--- config.mk ---
export PLATFORM = sky130hd
export DESIGN_NAME = sample_strobe_gen
export DESIGN_NICKNAME = d
export VERILOG_FILES = /design/src/rtl/ssg_pkg.sv /design/src/rtl/ssg_sync.sv /design/src/rtl/ssg_serial.sv /design/src/rtl/ssg_decim.sv /design/src/rtl/sample_strobe_gen.sv
export SDC_FILE = /design/constraint.sdc
export NUM_CORES = 1
export LEC_CHECK = 0
export BUFFER_PORTS_ARGS = -buffer_cell sky130_fd_sc_hd__buf_2
export CAP_MARGIN = 40
export CORE_MARGIN = 8
export CORE_UTILIZATION = 55
export DETAILED_ROUTE_END_ITERATION = 10
export PLACE_DENSITY = 0.81
export SLEW_MARGIN = 20
export SYNTH_ARGS = -nofsm -noshare
export SYNTH_HDL_FRONTEND = slang
export SYNTH_SLANG_ARGS = --single-unit
--- constraint.sdc ---
create_clock -name clk -period 8.04 [get_ports clk]
set_input_delay 1.206 -clock clk [delete_from_list [all_inputs] [get_ports clk]]
set_output_delay 1.206 -clock clk [all_outputs]
set_load 0.02 [all_outputs]
--- src/rtl/ssg_pkg.sv ---
package ssg_pkg;
    localparam int CODE_W    = 4;
    localparam int CNT_W     = 8;
    localparam int CMD_W     = 8;
    localparam logic [CODE_W-1:0] CODE_HALT = 4'd8;

    typedef enum logic {ST_HALT, ST_RUN} dec_state_e;
    typedef enum logic {SP_IDLE, SP_SHIFT} sp_state_e;

    function automatic logic [CNT_W-1:0] ratio_of(input logic [CODE_W-1:0] code);
        logic [CNT_W-1:0] r;
        unique case (code)
            4'd0:    r = 8'd1;
            4'd1:    r = 8'd2;
            4'd2:    r = 8'd4;
            4'd3:    r = 8'd10;
            4'd4:    r = 8'd20;
            4'd5:    r = 8'd40;
            4'd6:    r = 8'd100;
            4'd7:    r = 8'd200;
            default: r = 8'd0;
        endcase
        return r;
    endfunction

    function automatic logic code_ok(input logic [CMD_W-1:0] cmd);
        return cmd <= CMD_W'(CODE_HALT);
    endfunction
endpackage

--- src/rtl/ssg_sync.sv ---
module ssg_sync #(
    parameter int N      = 3,
    parameter int STAGES = 2
) (
    input  logic         clk,
    input  logic         rst_n,
    input  logic [N-1:0] din,
    output logic [N-1:0] level,
    output logic [N-1:0] rise,
    output logic [N-1:0] fall
);
    logic [STAGES:0][N-1:0] pipe;

    always_ff @(posedge clk or negedge rst_n) begin
        if (!rst_n) pipe <= '0;
        else        pipe <= {pipe[STAGES-1:0], din};
    end

    assign level = pipe[STAGES-1];
    assign rise  = pipe[STAGES-1] & ~pipe[STAGES];
    assign fall  = ~pipe[STAGES-1] & pipe[STAGES];
endmodule

--- src/rtl/ssg_serial.sv ---
module ssg_serial
    import ssg_pkg::*;
(
    input  logic              clk,
    input  logic              rst_n,
    input  logic              sel_rise,
    input  logic              sel_fall,
    input  logic              sck_rise,
    input  logic              sck_fall,
    input  logic              rxd,
    input  logic [CODE_W-1:0] active_code,
    output logic              txd,
    output logic              cmd_valid,
    output logic [CODE_W-1:0] cmd_code
);
    sp_state_e        state, state_n;
    logic [3:0]       bit_cnt;
    logic [CMD_W-1:0] rx_sr, tx_sr;
    logic             bad_q;

    always_comb begin
        state_n = state;
        unique case (state)
            SP_IDLE:  if (sel_rise) state_n = SP_SHIFT;
            SP_SHIFT: if (sel_fall) state_n = SP_IDLE;
        endcase
    end

    always_ff @(posedge clk or negedge rst_n) begin
        if (!rst_n) state <= SP_IDLE;
        else        state <= state_n;
    end

    always_ff @(posedge clk or negedge rst_n) begin
        if (!rst_n) begin
            bit_cnt   <= '0;
            rx_sr     <= '0;
            tx_sr     <= '0;
            bad_q     <= 1'b0;
            cmd_valid <= 1'b0;
            cmd_code  <= CODE_HALT;
        end else begin
            cmd_valid <= 1'b0;
            unique case (state)
                SP_IDLE: begin
                    if (sel_rise) begin
                        tx_sr   <= {bad_q, 3'b000, active_code};
                        bit_cnt <= '0;
                    end
                end
                SP_SHIFT: begin
                    if (sel_fall) begin
                        if (bit_cnt == 4'd8) begin
                            if (code_ok(rx_sr)) begin
                                cmd_valid <= 1'b1;
                                cmd_code  <= rx_sr[CODE_W-1:0];
                                bad_q     <= 1'b0;
                            end else begin
                                bad_q     <= 1'b1;
                            end
                        end
                    end else begin
                        if (sck_rise) begin
                            rx_sr <= {rx_sr[CMD_W-2:0], rxd};
                            if (bit_cnt != 4'd15) bit_cnt <= bit_cnt + 4'd1;
                        end
                        if (sck_fall) tx_sr <= {tx_sr[CMD_W-2:0], 1'b0};
                    end
                end
            endcase
        end
    end

    assign txd = tx_sr[CMD_W-1];


    tx_hold_chk: assert property (@(posedge clk) disable iff (!rst_n)
        !(sck_fall || sel_rise) |=> $stable(tx_sr));


    flag_clear_chk: assert property (@(posedge clk) disable iff (!rst_n)
        cmd_valid |-> !bad_q);
endmodule

--- src/rtl/ssg_decim.sv ---
module ssg_decim
    import ssg_pkg::*;
(
    input  logic              clk,
    input  logic              rst_n,
    input  logic              cmd_valid,
    input  logic [CODE_W-1:0] cmd_code,
    output logic              wr_n,
    output logic [CODE_W-1:0] active_code
);
    dec_state_e        state, state_n;
    logic [CODE_W-1:0] active_q, active_n, next_q, next_n, take_code;
    logic [CNT_W-1:0]  cnt_q, cnt_n, ratio;
    logic              pend_q, pend_n, take, at_wrap, wr_n_q;

    assign ratio     = ratio_of(active_q);
    assign at_wrap   = (state == ST_HALT) || (cnt_q == ratio - 8'd1);
    assign take      = cmd_valid | pend_q;
    assign take_code = cmd_valid ? cmd_code : next_q;

    always_comb begin
        state_n  = state;
        active_n = active_q;
        next_n   = next_q;
        pend_n   = pend_q;
        cnt_n    = cnt_q;
        if (take && at_wrap) begin
            active_n = take_code;
            cnt_n    = '0;
            pend_n   = 1'b0;
            state_n  = (take_code == CODE_HALT) ? ST_HALT : ST_RUN;
        end else begin
            pend_n = take;
            next_n = take_code;
            unique case (state)
                ST_HALT: cnt_n = '0;
                ST_RUN:  cnt_n = at_wrap ? '0 : cnt_q + 8'd1;
            endcase
        end
    end

    always_ff @(posedge clk or negedge rst_n) begin
        if (!rst_n) begin
            state    <= ST_HALT;
            active_q <= CODE_HALT;
            next_q   <= CODE_HALT;
            pend_q   <= 1'b0;
            cnt_q    <= '0;
        end else begin
            state    <= state_n;
            active_q <= active_n;
            next_q   <= next_n;
            pend_q   <= pend_n;
            cnt_q    <= cnt_n;
        end
    end

    always_ff @(posedge clk or negedge rst_n) begin
        if (!rst_n) wr_n_q <= 1'b1;
        else        wr_n_q <= !((state_n == ST_RUN) && (cnt_n == '0));
    end

    assign wr_n        = wr_n_q;
    assign active_code = active_q;


    halt_high_chk: assert property (@(posedge clk) disable iff (!rst_n)
        (state == ST_HALT) |-> wr_n_q);


    full_rate_chk: assert property (@(posedge clk) disable iff (!rst_n)
        (state == ST_RUN && active_q == 4'd0) |-> !wr_n_q);


    single_low_chk: assert property (@(posedge clk) disable iff (!rst_n)
        (state == ST_RUN && active_q != 4'd0 && !wr_n_q) |=> wr_n_q);


    switch_wrap_chk: assert property (@(posedge clk) disable iff (!rst_n)
        (active_q != $past(active_q)) |-> $past(at_wrap));


    cnt_bound_chk: assert property (@(posedge clk) disable iff (!rst_n)
        (state == ST_RUN) |-> (cnt_q < ratio));
endmodule

--- src/rtl/sample_strobe_gen.sv ---
module sample_strobe_gen
    import ssg_pkg::*;
(
    input  logic clk,
    input  logic rst_n,
    input  logic cfg_sel,
    input  logic cfg_sck,
    input  logic cfg_rxd,
    output logic cfg_txd,
    output logic wr_n
);
    logic [2:0]        s_level, s_rise, s_fall;
    logic              cmd_valid;
    logic [CODE_W-1:0] cmd_code, active_code;

    ssg_sync #(.N(3), .STAGES(2)) u_sync (
        .clk   (clk),
        .rst_n (rst_n),
        .din   ({cfg_rxd, cfg_sck, cfg_sel}),
        .level (s_level),
        .rise  (s_rise),
        .fall  (s_fall)
    );

    ssg_serial u_serial (
        .clk         (clk),
        .rst_n       (rst_n),
        .sel_rise    (s_rise[0]),
        .sel_fall    (s_fall[0]),
        .sck_rise    (s_rise[1]),
        .sck_fall    (s_fall[1]),
        .rxd         (s_level[2]),
        .active_code (active_code),
        .txd         (cfg_txd),
        .cmd_valid   (cmd_valid),
        .cmd_code    (cmd_code)
    );

    ssg_decim u_decim (
        .clk         (clk),
        .rst_n       (rst_n),
        .cmd_valid   (cmd_valid),
        .cmd_code    (cmd_code),
        .wr_n        (wr_n),
        .active_code (active_code)
    );
endmodule

==> flow_summary_export.csv <==
group,metric,value,unit
status,status,"finished, final reports clean",
finish,areaGrowthSynthToFinish,5.06,%
die,die_w,87.6,um
detailed_routing,drtAntennaViolNets,0,
clock_tree,cts_buffers,5,
finish,nets,282,
hold_path,hp-class,"flip-flop to flip-flop",
synthesis,synthesis.instances,273,
placement,pre_cts_slack,5160,ps
setup_path,cp_top_family,"compound AO/OA/AOI/OAI gates",
detailed_routing,post_drt_via_cell_ratio,5.58,
clock_tree,clock_tree.root_cell,"clkbuf_8",
clock_tree,cts_tree,"built",
clock_tree,cts_buffer_depth,2,
global_route,grt_pass1_vias,1797,
global_route,antenna_found_initial,0,
global_route,grt_pass1_wl,8.25,mm
timing,hold_violations,0,
finish,final_util,0.591,
timing,layout_worst_path_cycle_share,0.369,
setup_path,critPathMaxStageDelay,450,ps
clock_tree,path_clk_slew,100,ps
detailed_routing,drt_iter0_markers,92,
setup_path,crit_type,"flip-flop to flip-flop",
clock_tree,insertion_delay,310,ps
detailed_routing,drtPass1Iterations,4,
detailed_routing,drc_errors,0,
placement,place_area,2860,um2
timing,setup_ws,5070,ps
setup_path,required,8240,ps
synthesis,yosysMostFrequentCell,"dfrtp_1",
finish,finalInstanceArea,2960,um2
die,pin_count,7,
synthesis,synth-seq-cells,54,
setup_path,path_cells,"inv_1 -> ha_1 -> nand2_1 -> ha_1 -> nor4b_1 -> a2111oi_0 -> o22ai_1 -> nor2_2 -> a21oi_4 -> mux2_4",
detailed_routing,via_count,1904,
synthesis,async_reset_ff_frac,1.00,
clock_tree,cts_sinks,54,
clock_tree,post_cts_buffers,0,
synthesis,yosysTopAreaCellShare,0.444,
synthesis,synth_edf_count,0,
die,std_cell_rows,26,
setup_path,cp-start-kind,"flip-flop",
pwr,p_leak,1.31,nW
die,core_area,5010,um2
detailed_routing,wirelength,4.80,mm
setup_path,crit_fanout,8,
clock_tree,cts_resized,0,
setup_path,path_buf_inv,1,
synthesis,synth_fp_nets,285,
detailed_routing,routedWlPerCell,14.1,um
timing,skew,10.6,ps
pwr,p_per_area,182,nW/um2
timing,tns,0,ps
global_route,grt_max_degree,55,
timing,setup_viol,0,
die,dieHeight,87.6,um
die,die-area,7670,um2
clock_tree,cts_hold_buf,0,
clock_tree,htreeDepth,2,
setup_path,critical-path-slowest-cell,"dfrtp_1",
timing,tightest_slew,701,ps
synthesis,yosysWarnings,0,
timing,timing.fmax,0.337,GHz
setup_path,end_kind,"flip-flop",
flow_run,cap_violations,0,
placement,dpl.hpwl,3.30,mm
placement,io_buffers,6,
timing,rsz0062_at_grt,"no",
global_route,grt_use_total,0.135,
timing,min_period,2970,ps
finish,diodes,0,
synthesis,synth_cell_types,60,
finish,drive_gt1_frac,0.151,
synthesis,ys_top_cells_by_area,"dfrtp_1 (44%), nand2_1 (4.5%), dfstp_2 (3.7%)",
synthesis,yosys.area.top_type,"dfrtp_1",
timing,whs,361,ps
setup_path,rr_worst_depth,10,
placement,gp_congestion,0.845,
synthesis,synth_commonest_cells,"dfrtp_1 (50), nand2_1 (34), nor2_1 (15)",
setup_path,crit_path_frequent_cell,"ha_1",
hold_path,whs_path_depth,0,
die,start_util,0.562,
finish,seq_area,1360,um2
synthesis,avgSynthCellArea,10.3,um2
global_route,overflow,0,
finish,fillers,419,
synthesis,synth_ff_type,"dfrtp_1",
synthesis,synth_area,2820,um2
timing,drv_slew,0,
setup_path,worstPathArrival,3160,ps
synthesis,yosysSeqAreaShare,0.482,
pwr,peakVddDrop,0.134,mV
finish,multi_input_area,1350,um2
timing,slew_headroom,0.531,
setup_path,worst-path-stages,10,
-- layout by cell type (no fill, tap or decap), types with 3 or more instances in the layout --
cell type | Yosys | layout
a21oi_1 | 12 | 12
a22o_1 | 3 | 3
and2_1 | 8 | 8
and3_1 | 3 | 3
buf_2 | 2 | 6
clkbuf_8 | 0 | 5
dfrtp_1 | 50 | 50
dfstp_2 | 4 | 4
ha_1 | 7 | 7
inv_1 | 10 | 10
mux2_2 | 9 | 9
mux2_4 | 4 | 4
mux2i_1 | 7 | 7
nand2_1 | 34 | 34
nand2b_1 | 7 | 7
nand3_1 | 5 | 5
nor2_1 | 15 | 15
nor3_1 | 5 | 5
nor4b_1 | 3 | 3
o211ai_1 | 4 | 4
o21ai_0 | 8 | 8
o22ai_1 | 3 | 3
o2bb2ai_1 | 3 | 3
or3_1 | 4 | 4
xnor2_1 | 4 | 4
xor2_1 | 4 | 4
-- flip-flops by register name, summed over array words and instances, names as in the netlist, 3 cells and up --
| register | flops |
|---|---|
| u_serial.rx_sr | 8 |
| u_serial.cmd_code | 4 |
| u_sync.level | 3 |
| u_serial.tx_sr | 8 |
| u_sync.pipe | 5 |
| u_decim.next_q | 4 |
| u_decim.cnt_q | 8 |
| u_serial.bit_cnt | 4 |
| u_decim.active_code | 4 |
-- kinds of logic (layout without fill, tap and decap cells) --
logic type	after synthesis	after routing	share of synthesized area
flip-flops	54	54	0.482
AND/OR/NAND/NOR	102	102	0.193
multiplexers	20	20	0.0822
AO/OA/AOI/OAI	55	55	0.146
buffers and inverters	27	25	0.0409
XOR/XNOR	8	8	0.0249
adder cells (fa/ha/maj)	7	7	0.0311
-- final timing paths --
| kind | slack, ps | end | start |
|---|---|---|---|
| worst max-delay path | 5070 | u_decim.next_q[1] | u_decim.active_code[0] |
| worst max register to register | 5070 | u_decim.next_q[1] | u_decim.active_code[0] |
| max in group asynchronous | 6610 | u_decim.active_code[0] | rst_n |
| min in group asynchronous | 990 | u_decim.next_q[2] | rst_n |
| worst min register to register | 360 | u_sync.level[0] | u_sync.pipe[0] |
| worst min-delay path | 360 | u_sync.level[0] | u_sync.pipe[0] |
-- power breakdown --
part	internal [mW]	total [mW]	leakage [nW]	switching (mW)
Sequential	0.297	0.321	0.706	0.0244
Clock	0.0642	0.159	0.0491	0.0948
Combinational	0.0311	0.0581	0.556	0.0270
Total	0.392	0.538	1.31	0.146
-- layout make-up --
class,count,area share
clock buffer,5,0.0233
clock inverter,3,0.00888
inverter,10,0.0127
multi-input combinational,192,0.455
sequential,54,0.458
tap,70,0.0296
timing repair buffer,7,0.0127
-- stage by stage --
step,power [mW],cells
floorplan,0.365,273
global placement,0.382,333
detailed placement,0.386,333
CTS,0.544,341
global route,0.566,341
finish,0.538,341
-- routing by layer --
layer | global-route usage | wire [um] | share of wire | up-vias
met2 | 0.227 | 2340 | 0.49 | 17
met1 | 0.167 | 2300 | 0.48 | 923
met3 | 0.0291 | 95 | 0.020 | 7
met5 | 0 | 0 | 0 | -
li1 | - | - | - | 957
met4 | 0.0500 | 65 | 0.014 | 0
Power figures use the tool's default switching activity.
